<file path="src/rtl/dirtrk_pkg.sv">
package dirtrk_pkg;

    localparam int unsigned MAX_PROCS = 32;

    typedef enum logic {
        REQ_SHARE = 1'b0,
        REQ_OWN   = 1'b1
    } req_kind_e;

    typedef enum logic {
        SEQ_IDLE = 1'b0,
        SEQ_WAIT = 1'b1
    } seq_state_e;

    function automatic int unsigned idx_width(input int unsigned n);
        return (n > 1) ? $clog2(n) : 1;
    endfunction

endpackage

</file>
<file path="src/rtl/dirtrk_store.sv">
module dirtrk_store #(
    parameter int unsigned WIDTH     = 5,
    parameter int unsigned NUM_LINES = 8,
    localparam int unsigned LINE_W   = dirtrk_pkg::idx_width(NUM_LINES)
) (
    input  logic              clk,
    input  logic              rst,
    input  logic [LINE_W-1:0] rd_idx,
    output logic [WIDTH-1:0]  rd_data,
    input  logic              wr_en,
    input  logic [LINE_W-1:0] wr_idx,
    input  logic [WIDTH-1:0]  wr_data
);

    logic [WIDTH-1:0] mem [NUM_LINES];

    assign rd_data = mem[rd_idx];

    always_ff @(posedge clk) begin
        if (rst) begin
            for (int i = 0; i < NUM_LINES; i++) begin
                mem[i] <= '0;
            end
        end else if (wr_en) begin
            mem[wr_idx] <= wr_data;
        end
    end

endmodule

</file>
<file path="src/rtl/dirtrk_decide.sv">
module dirtrk_decide
    import dirtrk_pkg::*;
#(
    parameter int unsigned NUM_PROCS = 4,
    localparam int unsigned PROC_W   = idx_width(NUM_PROCS)
) (
    input  logic [NUM_PROCS:0]   cur,
    input  req_kind_e            kind,
    input  logic [PROC_W-1:0]    proc,
    output logic [NUM_PROCS-1:0] targets,
    output logic [NUM_PROCS:0]   final_entry,
    output logic                 grant_excl
);

    typedef logic [NUM_PROCS-1:0] mask_t;
    typedef struct packed {
        mask_t holders;
        logic  excl;
    } entry_t;

    entry_t cur_e;
    entry_t fin_e;
    mask_t  me;
    mask_t  others;

    assign cur_e       = entry_t'(cur);
    assign final_entry = fin_e;

    always_comb begin
        me         = mask_t'(1) << proc;
        others     = cur_e.holders & ~me;
        targets    = '0;
        fin_e      = cur_e;
        grant_excl = 1'b0;
        if (kind == REQ_OWN) begin
            // every other holder must drop the line before ownership moves
            targets      = others;
            fin_e.holders = me;
            fin_e.excl    = 1'b1;
            grant_excl   = 1'b1;
        end else if (cur_e.excl && (others != '0)) begin
            // recall the exclusive owner, requester becomes sole sharer
            targets      = others;
            fin_e.holders = me;
            fin_e.excl    = 1'b0;
        end else if (cur_e.excl) begin
            // owner re-reading its own line keeps exclusivity
            grant_excl   = 1'b1;
        end else begin
            fin_e.holders = cur_e.holders | me;
            fin_e.excl    = 1'b0;
        end
    end

endmodule

</file>
<file path="src/rtl/dirtrk_invseq.sv">
module dirtrk_invseq
    import dirtrk_pkg::*;
#(
    parameter int unsigned NUM_PROCS = 4
) (
    input  logic                 clk,
    input  logic                 rst,
    input  logic                 start,
    input  logic [NUM_PROCS-1:0] targets,
    input  logic [NUM_PROCS-1:0] ack,
    output logic [NUM_PROCS-1:0] inv,
    output logic                 busy,
    output logic                 done
);

    typedef logic [NUM_PROCS-1:0] mask_t;

    function automatic mask_t lowest(input mask_t m);
        return m & (~m + mask_t'(1));
    endfunction

    seq_state_e st_q;
    mask_t      to_send_q;
    mask_t      pending_q;
    mask_t      inv_q;
    mask_t      first;
    mask_t      nxt;
    mask_t      sent;

    always_comb begin
        first = lowest(targets);
        nxt   = lowest(to_send_q);
        sent  = pending_q & ~to_send_q;
    end

    assign inv  = inv_q;
    assign busy = (st_q == SEQ_WAIT);
    assign done = (st_q == SEQ_WAIT) && (pending_q == '0);

    always_ff @(posedge clk) begin
        if (rst) begin
            st_q      <= SEQ_IDLE;
            to_send_q <= '0;
            pending_q <= '0;
            inv_q     <= '0;
        end else if (start) begin
            st_q      <= SEQ_WAIT;
            inv_q     <= first;
            to_send_q <= targets & ~first;
            pending_q <= targets;
        end else begin
            inv_q     <= nxt;
            to_send_q <= to_send_q & ~nxt;
            // only acknowledgements for invalidates already issued count
            pending_q <= pending_q & ~(ack & sent);
            if (done) begin
                st_q <= SEQ_IDLE;
            end
        end
    end

endmodule

</file>
<file path="src/rtl/dirtrk_home.sv">
module dirtrk_home
    import dirtrk_pkg::*;
#(
    parameter int unsigned NUM_PROCS = 4,
    parameter int unsigned NUM_LINES = 8,
    localparam int unsigned PROC_W   = idx_width(NUM_PROCS),
    localparam int unsigned LINE_W   = idx_width(NUM_LINES)
) (
    input  logic                 clk,
    input  logic                 rst,
    input  logic                 req_valid,
    output logic                 req_ready,
    input  logic                 req_kind,
    input  logic [PROC_W-1:0]    req_proc,
    input  logic [LINE_W-1:0]    req_line,
    output logic [NUM_PROCS-1:0] inv_valid,
    output logic [LINE_W-1:0]    inv_line,
    input  logic [NUM_PROCS-1:0] inv_ack,
    output logic                 gnt_valid,
    output logic [PROC_W-1:0]    gnt_proc,
    output logic [LINE_W-1:0]    gnt_line,
    output logic                 gnt_excl
);

    localparam int unsigned ENTRY_W = NUM_PROCS + 1;

    typedef struct packed {
        logic [NUM_PROCS-1:0] holders;
        logic                 excl;
    } entry_t;

    typedef struct packed {
        logic              valid;
        logic [PROC_W-1:0] proc;
        logic [LINE_W-1:0] line;
        logic              excl;
    } grant_t;

    entry_t               rd_entry;
    entry_t               final_entry;
    entry_t               busy_final_q;
    entry_t               wr_data;
    logic [NUM_PROCS-1:0] targets;
    logic                 grant_excl;
    logic                 needs_inv;
    logic                 seq_busy;
    logic                 seq_done;
    logic                 accept;
    logic                 wr_en;
    logic [LINE_W-1:0]    wr_idx;
    logic [LINE_W-1:0]    busy_line_q;
    logic [PROC_W-1:0]    busy_proc_q;
    logic                 busy_gexcl_q;
    grant_t               gnt_q;
    req_kind_e            kind;

    assign kind = req_kind_e'(req_kind);

    dirtrk_store #(
        .WIDTH     (ENTRY_W),
        .NUM_LINES (NUM_LINES)
    ) u_store (
        .clk     (clk),
        .rst     (rst),
        .rd_idx  (req_line),
        .rd_data (rd_entry),
        .wr_en   (wr_en),
        .wr_idx  (wr_idx),
        .wr_data (wr_data)
    );

    dirtrk_decide #(
        .NUM_PROCS (NUM_PROCS)
    ) u_decide (
        .cur         (rd_entry),
        .kind        (kind),
        .proc        (req_proc),
        .targets     (targets),
        .final_entry (final_entry),
        .grant_excl  (grant_excl)
    );

    assign needs_inv = (targets != '0);

    // stall: line under sweep, a second sweep, or the grant slot taken
    assign req_ready = !seq_busy ||
                       (!seq_done && (req_line != busy_line_q) && !needs_inv);
    assign accept    = req_valid && req_ready;

    dirtrk_invseq #(
        .NUM_PROCS (NUM_PROCS)
    ) u_seq (
        .clk     (clk),
        .rst     (rst),
        .start   (accept && needs_inv),
        .targets (targets),
        .ack     (inv_ack),
        .inv     (inv_valid),
        .busy    (seq_busy),
        .done    (seq_done)
    );

    always_comb begin
        wr_en   = 1'b0;
        wr_idx  = req_line;
        wr_data = final_entry;
        if (seq_done) begin
            wr_en   = 1'b1;
            wr_idx  = busy_line_q;
            wr_data = busy_final_q;
        end else if (accept && !needs_inv) begin
            wr_en   = 1'b1;
        end
    end

    always_ff @(posedge clk) begin
        if (rst) begin
            busy_line_q  <= '0;
            busy_proc_q  <= '0;
            busy_final_q <= '0;
            busy_gexcl_q <= 1'b0;
        end else if (accept && needs_inv) begin
            busy_line_q  <= req_line;
            busy_proc_q  <= req_proc;
            busy_final_q <= final_entry;
            busy_gexcl_q <= grant_excl;
        end
    end

    always_ff @(posedge clk) begin
        if (rst) begin
            gnt_q <= '0;
        end else if (seq_done) begin
            gnt_q <= '{valid: 1'b1, proc: busy_proc_q, line: busy_line_q, excl: busy_gexcl_q};
        end else if (accept && !needs_inv) begin
            gnt_q <= '{valid: 1'b1, proc: req_proc, line: req_line, excl: grant_excl};
        end else begin
            gnt_q.valid <= 1'b0;
        end
    end

    assign inv_line  = busy_line_q;
    assign gnt_valid = gnt_q.valid;
    assign gnt_proc  = gnt_q.proc;
    assign gnt_line  = gnt_q.line;
    assign gnt_excl  = gnt_q.excl;

endmodule

</file>
<file path="config.mk">
export PLATFORM = sky130hd
export DESIGN_NAME = dirtrk_home
export DESIGN_NICKNAME = d
export VERILOG_FILES = /design/src/rtl/dirtrk_pkg.sv /design/src/rtl/dirtrk_store.sv /design/src/rtl/dirtrk_decide.sv /design/src/rtl/dirtrk_invseq.sv /design/src/rtl/dirtrk_home.sv
export SDC_FILE = /design/constraint.sdc
export NUM_CORES = 1
export LEC_CHECK = 0
export ABC_AREA = 1
export BUFFER_PORTS_ARGS = -buffer_cell sky130_fd_sc_hd__buf_2
export CAP_MARGIN = 20
export CORE_UTILIZATION = 60
export DETAILED_ROUTE_END_ITERATION = 8
export PLACE_DENSITY = 0.78
export SYNTH_ARGS = -nofsm -noshare
export SYNTH_HDL_FRONTEND = slang
export SYNTH_SLANG_ARGS = --single-unit
</file>
<file path="constraint.sdc">
create_clock -name clk -period 2.75 [get_ports clk]
set_input_delay 0.1375 -clock clk [delete_from_list [all_inputs] [get_ports clk]]
set_output_delay 0.1375 -clock clk [all_outputs]
set_load 0.02 [all_outputs]
</file>
==> results of run 1 <==
==> worst min path at each step <==
stage                 from                 end  slack [ps]  depth (start not counted)
5_1_grt         inv_ack[0]  u_seq.pending_q[0]         110                          4
2_1_floorplan  req_line[2]         inv_line[2]         280                          2
4_1_cts         inv_ack[0]  u_seq.pending_q[0]          80                          4
3_3_place_gp    inv_ack[0]  u_seq.pending_q[0]         420                          4
3_5_place_dp    inv_ack[0]  u_seq.pending_q[0]         420                          4
6_report        inv_ack[0]  u_seq.pending_q[0]          90                          4
==> kinds of logic (layout without fill, tap and decap cells) <==
kind of cell           Yosys count  count (layout)  share of synthesized area, %
buffers and inverters           70             106                         8.318
AO/OA/AOI/OAI                   44              44                         7.637
flip-flops                      69              69                         51.06
AND/OR/NAND/NOR                257             257                         32.99
==> state kept, by name, indices dropped and copies added, names as in the netlist <==
| name | cells |
|---|---|
| gnt_valid | 1 |
| u_seq.pending_q | 4 |
| u_seq.inv | 4 |
| u_store.mem | 40 |
| busy_proc_q | 2 |
| busy_final_q | 5 |
| u_seq.busy | 1 |
| gnt_proc | 2 |
| gnt_line | 3 |
| inv_line | 3 |
| gnt_excl | 1 |
| u_seq.to_send_q | 3 |
==> per-stage QoR <==
| stage | area (µm²) | instances | total power (µW) | setup slack (ps) |
|---|---|---|---|---|
| 2_1_floorplan | 3490 | 440 | 1562 | 744.4 |
| 3_3_place_gp | 3684 | 532 | 1699 | 306.6 |
| 3_5_place_dp | 3684 | 532 | 1710 | 295.5 |
| 4_1_cts | 3865 | 548 | 2445 | 384.8 |
| 5_1_grt | 3865 | 548 | 2561 | 163.3 |
| 6_report | 3865 | 548 | 2444 | 374.4 |
==> worst reg2reg max path: stages (launching register included) <==
cell	delay, ps
dfxtp_1	310
nor2_1	150
nand3_1	280
o21ai_0	400
inv_1	130
nor3_1	360
nand3_2	190
nand2_1	230
==> where the power goes <==
| group | switching [µW] | leakage [µW] | internal, µW |
|---|---|---|---|
| Sequential | 30.0 | 0.000652 | 1160 |
| Combinational | 362 | 0.00101 | 140 |
| Clock | 350 | 0.0000937 | 402 |
==> layout make-up <==
cell class,instances,area share (%)
multi-input combinational,301,36.68
inverter,57,5.536
tap,72,2.331
clock buffer,15,4.565
timing repair buffer,33,4.662
sequential,69,46.10
clock inverter,1,0.1295
==> routing by layer <==
metal	wire (µm)	GRT usage (%)	part of all wire, %	vias up
met5	0	0	0	-
met4	160	11.11	2.0	0
met3	500	5.698	6.2	15
met2	3855	47.02	48	96
met1	3533	38.85	44	1343
li1	-	-	-	1474
==> synthesized netlist by cell type (6+ instances only) <==
cell,n
a21oi_1,18
nand3_1,38
inv_2,8
nand3b_1,6
nand3_2,10
nor2_1,81
edfxtp_1,40
dfxtp_1,29
o21ai_0,12
nand2_1,110
inv_1,48
==> metrics.csv, run 1 <==
stage,metric,value,unit
hold_path,worst_hold_path_type,primary input to register,
clock_network,ctsRootBufferMaster,clkbuf_8,
route,drcViolationCount,0,
clock_network,clock_tree.buffer_depth,2,
layout,final_util,69.76,%
placement,dp.final_hpwl,5730,µm
critical_path,timing.rr.end,u_store.mem[1][3],
logic_synthesis,seq_area_frac_synth,51.06,%
timing,timing.final.setup_violations,0,
logic_synthesis,synth_top_cells_by_area,"edfxtp_1 (34%), dfxtp_1 (17%), nand2_1 (12%), nor2_1 (8.7%), nand3_1 (5.4%)",
critical_path,cp_cell_sequence,"nor2_1, nand3_1, o21ai_0, inv_1, nor3_1, nand3_2, nand2_1",
route,firstDrtPassIters,5,
critical_path,critical_path.reg2reg.startpoint,u_seq.pending_q[3],
clock_network,worst_setup_hold_path_clk_slew,70,ps
critical_path,stages_on_worst_setup_path,7,
logic_synthesis,netlist_instances,440,
critical_path,worst-setup-path-type,register to register,
timing,final-hold-violation-count,0,
clock_network,cts_buffers,9,
route,detail_route.vias_per_cell,5.343,
clock_network,clock_latency,340,ps
clock_network,cts_tree,built,
critical_path,endpoint,u_store.mem[1][3],
floorplanning,boundaryPins,28,
critical_path,critPathSlowestCell,o21ai_0,
route,average_wire_per_cell_in_the_routed_design,14.69,µm
clock_network,postCtsSetupBuffers,0,
logic_synthesis,mappedNetlistArea,3490,µm²
global_routing,number_of_global_route_vias_before_repair,2755,
logic_synthesis,yosys_most_used_dff,edfxtp_1,
logic_synthesis,async_reset_ff_share,0,%
global_routing,wire_length_of_the_first_global_routing_pass,13250,µm
outcome,outcome,finished clean,
floorplanning,fp-row-count,27,
timing,fmax,0.4210,GHz
pwr,power.density,632.5,nW/µm²
clock_network,total_number_of_clock_tree_sinks,69,
floorplanning,die_height,78.26,µm
layout,layout.cells.most_common,nand2_1,
layout,mostFrequentLayoutCells,"nand2_1 (110), nor2_1 (81), inv_1 (48)",
logic_synthesis,synth.distinct_cells,29,
timing,final-max-slew-violation-count,0,
timing,final.period_utilization,86.38,%
global_routing,grt_start_max_net_pins,24,
route,via_count,2928,
critical_path,rrSetupSlack,370,ps
critical_path,crit_family,simple AND/OR/NAND/NOR gates,
timing,fin_skew,9.260,ps
route,detailed_route_iter0_violations,253,
layout,final_net_count,484,
critical_path,timing.critical_path.required,2770,ps
placement,gp_congestion,0.9434,
timing,fin_tns_setup,0,ps
critical_path,crit_path_max_fanout,8,
floorplanning,die_width,78.26,µm
route,detail-route-antenna-nets,0,
pwr,leakage,0.001751,µW
global_routing,antenna_found_initial,0,
route,totalWireLength,8051,µm
timing,slew_headroom,62.95,%
clock_network,cts_repair_resize_count,0,
layout,final_layout_size_suffix_gt1_share,16.39,%
critical_path,timing.reg2reg.worst_path_depth,7,
critical_path,critical_path.startpoint_type,register,
critical_path,critical_path.endpoint_type,register,
critical_path,critical_path.n_buffers_inverters,1,
pwr,max-vdd-ir-drop,0.0004257,V
critical_path,worst-endpoint-arrival,2400,ps
logic_synthesis,yosysTopAreaCellShare,34.42,%
layout,fill_cells,478,
timing,grt_setup_unrepaired,false,
timing,worstMarginPinSlew,555.7,ps
layout,relative_area_change_from_synthesis_to_final_layout,10.76,%
layout,antenna_cells_inserted,0,
logic_synthesis,syn-num-nets,453,
logic_synthesis,synth_edf_count,40,
layout,multi_input_area,1418,µm²
logic_synthesis,synth-seq-cells,69,
timing,final.min_clock_period,2376,ps
clock_network,cts-htree-levels,3,
layout,layout.area.seq,1782,µm²
logic_synthesis,count_of_synthesis_stage_warnings_from_yosys,0,
timing,hold_slack,86.31,ps
logic_synthesis,synth_largest_area_cell,edfxtp_1,
global_routing,global_route.overflow_total,0,
placement,portBuffers,27,
critical_path,timing.critical_path.slowest_cell_delay,400,ps
run,drv.max_cap_violation_count,0,
floorplanning,die_area,6125,µm²
clock_network,post_cts_hold_buffer_count,0,
global_routing,grt.total_usage,29.13,%
critical_path,worst_setup_path_startpoint,u_seq.pending_q[3],
logic_synthesis,post_synthesis_average_cell_area,7.931,µm²
floorplanning,coreArea,5540,µm²
floorplanning,starting_density_of_the_core,62.99,%
Power figures use the tool's default switching activity.
==> inputs of run 2 (changes only) <==
Settings changed: CTS_CLUSTER_SIZE set to 40, SYNTH_HIERARCHICAL set to 1.
==> metrics.csv, run 2 <==
stage,metric,value,unit
layout,layout.area.seq,1802,µm²
logic_synthesis,count_of_synthesis_stage_warnings_from_yosys,6,
global_routing,antenna_found_initial,0,
timing,slew_headroom,47.38,%
floorplanning,fp-row-count,27,
route,detail-route-antenna-nets,0,
clock_network,ctsRootBufferMaster,clkbuf_8,
run,drv.max_cap_violation_count,0,
floorplanning,coreArea,5642,µm²
timing,final-hold-violation-count,0,
layout,layout.cells.most_common,nand2_1,
clock_network,clock_tree.buffer_depth,2,
floorplanning,die_height,79.55,µm
layout,relative_area_change_from_synthesis_to_final_layout,24.48,%
critical_path,timing.reg2reg.worst_path_depth,23,
placement,gp_congestion,0.9367,
critical_path,crit_path_max_fanout,5,
hold_path,worst_hold_path_type,primary input to register,
clock_network,cts_buffers,9,
route,average_wire_per_cell_in_the_routed_design,13.87,µm
logic_synthesis,yosysMostFrequentCell,nand2_1,
layout,largest_register_ff_count,40,
layout,mostFrequentLayoutCells,"nand2_1 (134), inv_1 (86), edfxtp_1 (40)",
logic_synthesis,yosys_most_used_dff,edfxtp_1,
floorplanning,boundaryPins,28,
critical_path,critical_path.startpoint_type,register,
placement,portBuffers,27,
placement,pre_cts_slack,-107.5,ps
layout,final_net_count,563,
outcome,violated_checks,negative setup slack,
timing,final.period_utilization,100.2,%
floorplanning,starting_density_of_the_core,63.96,%
critical_path,worst-setup-path-type,register to register,
clock_network,clock_latency,350,ps
placement,dp.final_hpwl,5795,µm
critical_path,critical_path.endpoint_type,register,
logic_synthesis,yosysTopAreaCellShare,33.29,%
critical_path,worst-endpoint-arrival,2810,ps
pwr,max-vdd-ir-drop,0.0003880,V
timing,final.min_clock_period,2756,ps
global_routing,number_of_global_route_vias_before_repair,2955,
route,drcViolationCount,0,
pwr,leakage,0.002182,µW
logic_synthesis,synth-seq-cells,70,
layout,antenna_cells_inserted,0,
logic_synthesis,post_synthesis_average_cell_area,7.319,µm²
layout,final_layout_size_suffix_gt1_share,26.49,%
timing,timing.final.setup_violations,5,
logic_synthesis,mappedNetlistArea,3608,µm²
logic_synthesis,synth_top_cells_by_area,"edfxtp_1 (33%), dfxtp_1 (17%), nand2_1 (17%), inv_1 (8.9%), nor2_1 (6.6%)",
pwr,power,2694,µW
logic_synthesis,synth_edf_count,40,
timing,fin_skew,9.796,ps
logic_synthesis,synth_top_cells_by_count,"nand2_1 (159), inv_1 (86), nor2_1 (63)",
route,firstDrtPassIters,5,
logic_synthesis,synth.distinct_cells,23,
timing,minimum_setup_slack_in_the_final_design,-6.239,ps
global_routing,global_route.overflow_total,0,
floorplanning,die_width,79.55,µm
hold_path,min_path_cells,4,
pwr,power.density,599.7,nW/µm²
global_routing,wire_length_of_the_first_global_routing_pass,13500,µm
layout,max_flop_register,u_store/mem,
logic_synthesis,seq_area_frac_synth,49.93,%
route,totalWireLength,8694,µm
timing,grt_setup_unrepaired,true,
timing,fmax,0.3628,GHz
logic_synthesis,netlist_instances,493,
placement,placed_cells_incl_taps,608,
timing,final-max-slew-violation-count,0,
clock_network,cts-htree-levels,3,
layout,finish.cell_count_without_fillers,627,
logic_synthesis,syn-num-nets,506,
timing,worstMarginPinSlew,781.1,ps
route,detailed_route_iter0_violations,188,
global_routing,grt.total_usage,28.67,%
route,via_count,3288,
layout,multi_input_area,1620,µm²
clock_network,total_number_of_clock_tree_sinks,70,
clock_network,cts_tree,built,
route,detail_route.vias_per_cell,5.244,
layout,biggestRegsByFlops,"u_store/mem (40), busy_final_q (5)",
layout,fill_cells,397,
clock_network,worst_setup_hold_path_clk_slew,70,ps
clock_network,post_cts_hold_buffer_count,0,
global_routing,grt_start_max_net_pins,29,
critical_path,timing.critical_path.required,2810,ps
logic_synthesis,async_reset_ff_share,0,%
floorplanning,die_area,6328,µm²
logic_synthesis,synth_largest_area_cell,edfxtp_1,
outcome,outcome,"complete, but fails checks",
run 2: changes by cell type after synthesis, moves of 5 or more:
| cell | change |
|---|---|
| nand2_1 | +49 |
| inv_1 | +38 |
| nor2_1 | -18 |
| nand3_2 | -7 |
| o21ai_0 | +6 |
| buf_2 | +5 |
| nand3b_1 | -5 |
run 2: logic make-up after synthesis:
logic type                share of synthesized area [%]
DFF                                               49.93
xor gates and xnor gates                         0.2428
and+or+nand+nor                                   31.73
buffers and inverters                             11.96
AOI/OAI and AO/OA                                 6.138
run 2: what timing repair did:
item | in CTS | in global routing
resized for setup | 5 | 77
endpoints found under the setup margin | 20 | 80
pin swaps | 0 | 15
buffers inserted | 0 | 3
run 2: cell type report:
type | instances | area share [%]
clock buffer | 10 | 2.841
clock inverter | 6 | 1.699
inverter | 91 | 7.604
multi-input combinational | 318 | 36.07
sequential | 70 | 40.11
tap | 72 | 2.006
timing repair buffer | 60 | 9.666
run 2: worst max-delay path, stage by stage (launching register included):
cell and delay [ps]:
edfxtp_1 370, inv_1 70, nand2_1 60, nand3_1 80
nand2_1 60, nand2_1 90, nand2_2 80, nand2_2 80
nand2_2 70, nor2_4 110, nand2_1 60, o21ai_2 100
nor2_1 90, nor2_1 90, nand2_1 100, nor2_2 110
nand2_1 70, nand2_2 90, nand3_4 80, nand2_4 70
nand2_4 70, nor2_4 240, nand2_2 120, nand2_4 100
run 2: per-layer routing:
layer	part of all wire [%]	global-route usage, %	up-vias
met1	43	38.31	1521
met2	49	46.50	119
met4	2.3	12.36	0
li1	-	-	1629
met5	0	0	-
met3	6.2	3.771	19
run 2: power by group:
group / leakage (µW) / switching (µW) / total [µW] / internal [µW]
registers: 0.000658 / 27.6 / 1210 / 1180
clock network: 0.000103 / 377 / 877 / 500
logic: 0.00142 / 408 / 609 / 201
total: 0.00218 / 812 / 2690 / 1880
run 2: path summary, 6_finish.rpt:
path / endpoint / slack [ps] / start
setup / recovery: u_store/mem[5][3] / -6 / u_store/mem[6][2]
setup reg to reg: u_store/mem[5][3] / -6 / u_store/mem[6][2]
hold / removal: u_seq/pending_q[3] / 50 / inv_ack[3]
hold reg to reg: busy_final_q[3] / 450 / busy_final_q[3]
run 2: through the flow:
step | instance area [µm²] | hold slack, ps | TNS, ps | util (%)
final | 4492 | 52.01 | -26.92 | 79.62
after global routing | 4492 | 65.04 | -12620 | 79.62
after CTS | 4210 | 39.32 | 0 | 74.63
after detailed placement | 3994 | 409.8 | -2885 | 70.79
after global placement | 3994 | 405.8 | 0 | 70.79
after floorplan | 3608 | 206.6 | 0 | -
==> inputs of run 3 (changes only) <==
Settings changed: CTS_BUF_LIST set to sky130_fd_sc_hd__clkbuf_8 sky130_fd_sc_hd__clkbuf_16.
==> metrics.csv, run 3 (synthesized netlist as in run 2, its figures left out) <==
stage,metric,value,unit
outcome,outcome,"complete, but fails checks",
outcome,violated_checks,negative setup slack,
route,detail_route.vias_per_cell,5.236,
floorplanning,boundaryPins,28,
route,detailed_route_iter0_violations,188,
layout,stdcell_area,4492,µm²
timing,final.min_clock_period,2757,ps
pwr,switchingPower,813.7,µW
placement,placedInstanceArea,3994,µm²
global_routing,wire_length_of_the_first_global_routing_pass,13500,µm
timing,final-max-slew-violation-count,0,
placement,dp.final_hpwl,5795,µm
route,average_wire_per_cell_in_the_routed_design,13.89,µm
run,drv.max_cap_violation_count,0,
global_routing,antenna_found_initial,0,
timing,final-hold-violation-count,0,
timing,fin_skew,9.553,ps
critical_path,worst-setup-path-type,register to register,
global_routing,grt_start_max_net_pins,29,
layout,final_util,79.62,%
timing,worstMarginPinSlew,781.1,ps
pwr,power.share.clock,32.5,%
route,drcViolationCount,0,
critical_path,timing.reg2reg.worst_path_depth,23,
layout,layout.cells.most_common,nand2_1,
clock_network,cts_buffers,9,
timing,final.period_utilization,100.3,%
placement,portBuffers,27,
pwr,power,2692,µW
critical_path,crit_path_max_fanout,5,
layout,final_net_count,563,
global_routing,global_route.overflow_total,0,
route,via_count,3283,
floorplanning,die_area,6328,µm²
pwr,power.share.switching,30.23,%
global_routing,number_of_global_route_vias_before_repair,2955,
floorplanning,die_height,79.55,µm
pwr,cellInternalPower,1878,µW
hold_path,min_path_cells,4,
critical_path,worst-endpoint-arrival,2810,ps
critical_path,critical_path.startpoint_type,register,
timing,minimum_setup_slack_in_the_final_design,-7.081,ps
clock_network,cts-htree-levels,3,
timing,timing.final.setup_violations,5,
floorplanning,fp-row-count,27,
layout,antenna_cells_inserted,0,
placement,gp_congestion,0.9367,
pwr,power.density,599.2,nW/µm²
timing,fin_tns_setup,-30.27,ps
global_routing,grt.total_usage,28.67,%
pwr,leakage,0.002186,µW
pwr,power_frac_seq,44.9,%
pwr,max-vdd-ir-drop,0.0003868,V
floorplanning,starting_density_of_the_core,63.96,%
pwr,share_comb_of_total_power,22.7,%
clock_network,clock_tree.buffer_depth,2,
clock_network,post_cts_hold_buffer_count,0,
clock_network,cts_tree,built,
layout,fill_cells,397,
clock_network,ctsRootBufferMaster,clkbuf_8,
route,firstDrtPassIters,5,
hold_path,worst_hold_path_type,primary input to register,
layout,mostFrequentLayoutCells,"nand2_1 (134), inv_1 (87), edfxtp_1 (40)",
layout,final_layout_size_suffix_gt1_share,26.49,%
layout,largest_register_ff_count,40,
clock_network,worst_setup_hold_path_clk_slew,70,ps
critical_path,critical_path.endpoint_type,register,
clock_network,total_number_of_clock_tree_sinks,70,
timing,fmax,0.3627,GHz
clock_network,clock_latency,350,ps
floorplanning,coreArea,5642,µm²
route,detail-route-antenna-nets,0,
timing,slew_headroom,47.37,%
route,totalWireLength,8707,µm
layout,biggestRegsByFlops,"u_store/mem (40), busy_final_q (5)",
critical_path,timing.critical_path.required,2810,ps
timing,grt_setup_unrepaired,true,
timing,hold_slack,51.75,ps
layout,relative_area_change_from_synthesis_to_final_layout,24.48,%
layout,max_flop_register,u_store/mem,
floorplanning,die_width,79.55,µm
-- run 3: cell count changes in the layout (fill, tap and decap cells not counted) --
cell,before,now
clkbuf_1,1,0
inv_1,86,87
-- run 3: power by group through the flow --
stage | Clock (µW) | Sequential (µW) | Combinational, µW
6_report | 874 | 1210 | 610
5_1_grt | 918 | 1220 | 672
4_1_cts | 879 | 1210 | 538
3_5_place_dp | 0 | 1230 | 531
3_3_place_gp | 0 | 1230 | 521
2_1_floorplan | 0 | 1260 | 328
-- run 3: path summary, 6_finish.rpt --
path,from,endpoint,slack [ps]
max,u_store/mem[6][2],u_store/mem[5][3],-7
min,inv_ack[3],u_seq/pending_q[3],50
min reg2reg,busy_final_q[3],busy_final_q[3],450
max reg2reg,u_store/mem[6][2],u_store/mem[5][3],-7
-- run 3: through the flow --
stage          worst slack (ps)  cells
3_5_place_dp             -107.5    608
4_1_cts                   4.426    624
6_report                 -7.081    627
2_1_floorplan             27.53    493
3_3_place_gp              8.603    608
5_1_grt                  -209.6    627
-- run 3: worst max-delay path, stage by stage, from the launching register on --
cell and delay, ps:
edfxtp_1 370, inv_1 70, nand2_1 60, nand3_1 80, nand2_1 60, nand2_1 90
nand2_2 80, nand2_2 80, nand2_2 70, nor2_4 110, nand2_1 60, o21ai_2 100
nor2_1 90, nor2_1 90, nand2_1 100, nor2_2 110, nand2_1 70, nand2_2 90
nand3_4 80, nand2_4 70, nand2_4 70, nor2_4 240, nand2_2 120, nand2_4 100
-- run 3: final cells by class --
type / instances / area, µm² / share of cell area [%]
clock inverter: 7 / 80.08 / 1.783
inverter: 91 / 341.6 / 7.604
tap: 72 / 90.09 / 2.006
timing repair buffer: 60 / 434.2 / 9.666
clock buffer: 9 / 123.9 / 2.758
sequential: 70 / 1802 / 40.11
multi-input combinational: 318 / 1620 / 36.07
-- run 3: per-layer routing --
metal	part of all wire, %	routed length (µm)	track usage, %	vias up
li1	-	-	-	1630
met1	43	3781	38.31	1522
met2	49	4226	46.50	114
met3	5.9	511	3.771	17
met4	2.1	187	12.36	0
met5	0	0	0	-
-- run 3: what timing repair did --
action / 4_1_cts / 5_1_grt
gates resized for setup: 5 / 77
setup buffers: 0 / 3
endpoints found under the setup margin: 20 / 80
pin swaps: 0 / 15
hold endpoints to repair: 0 / 0
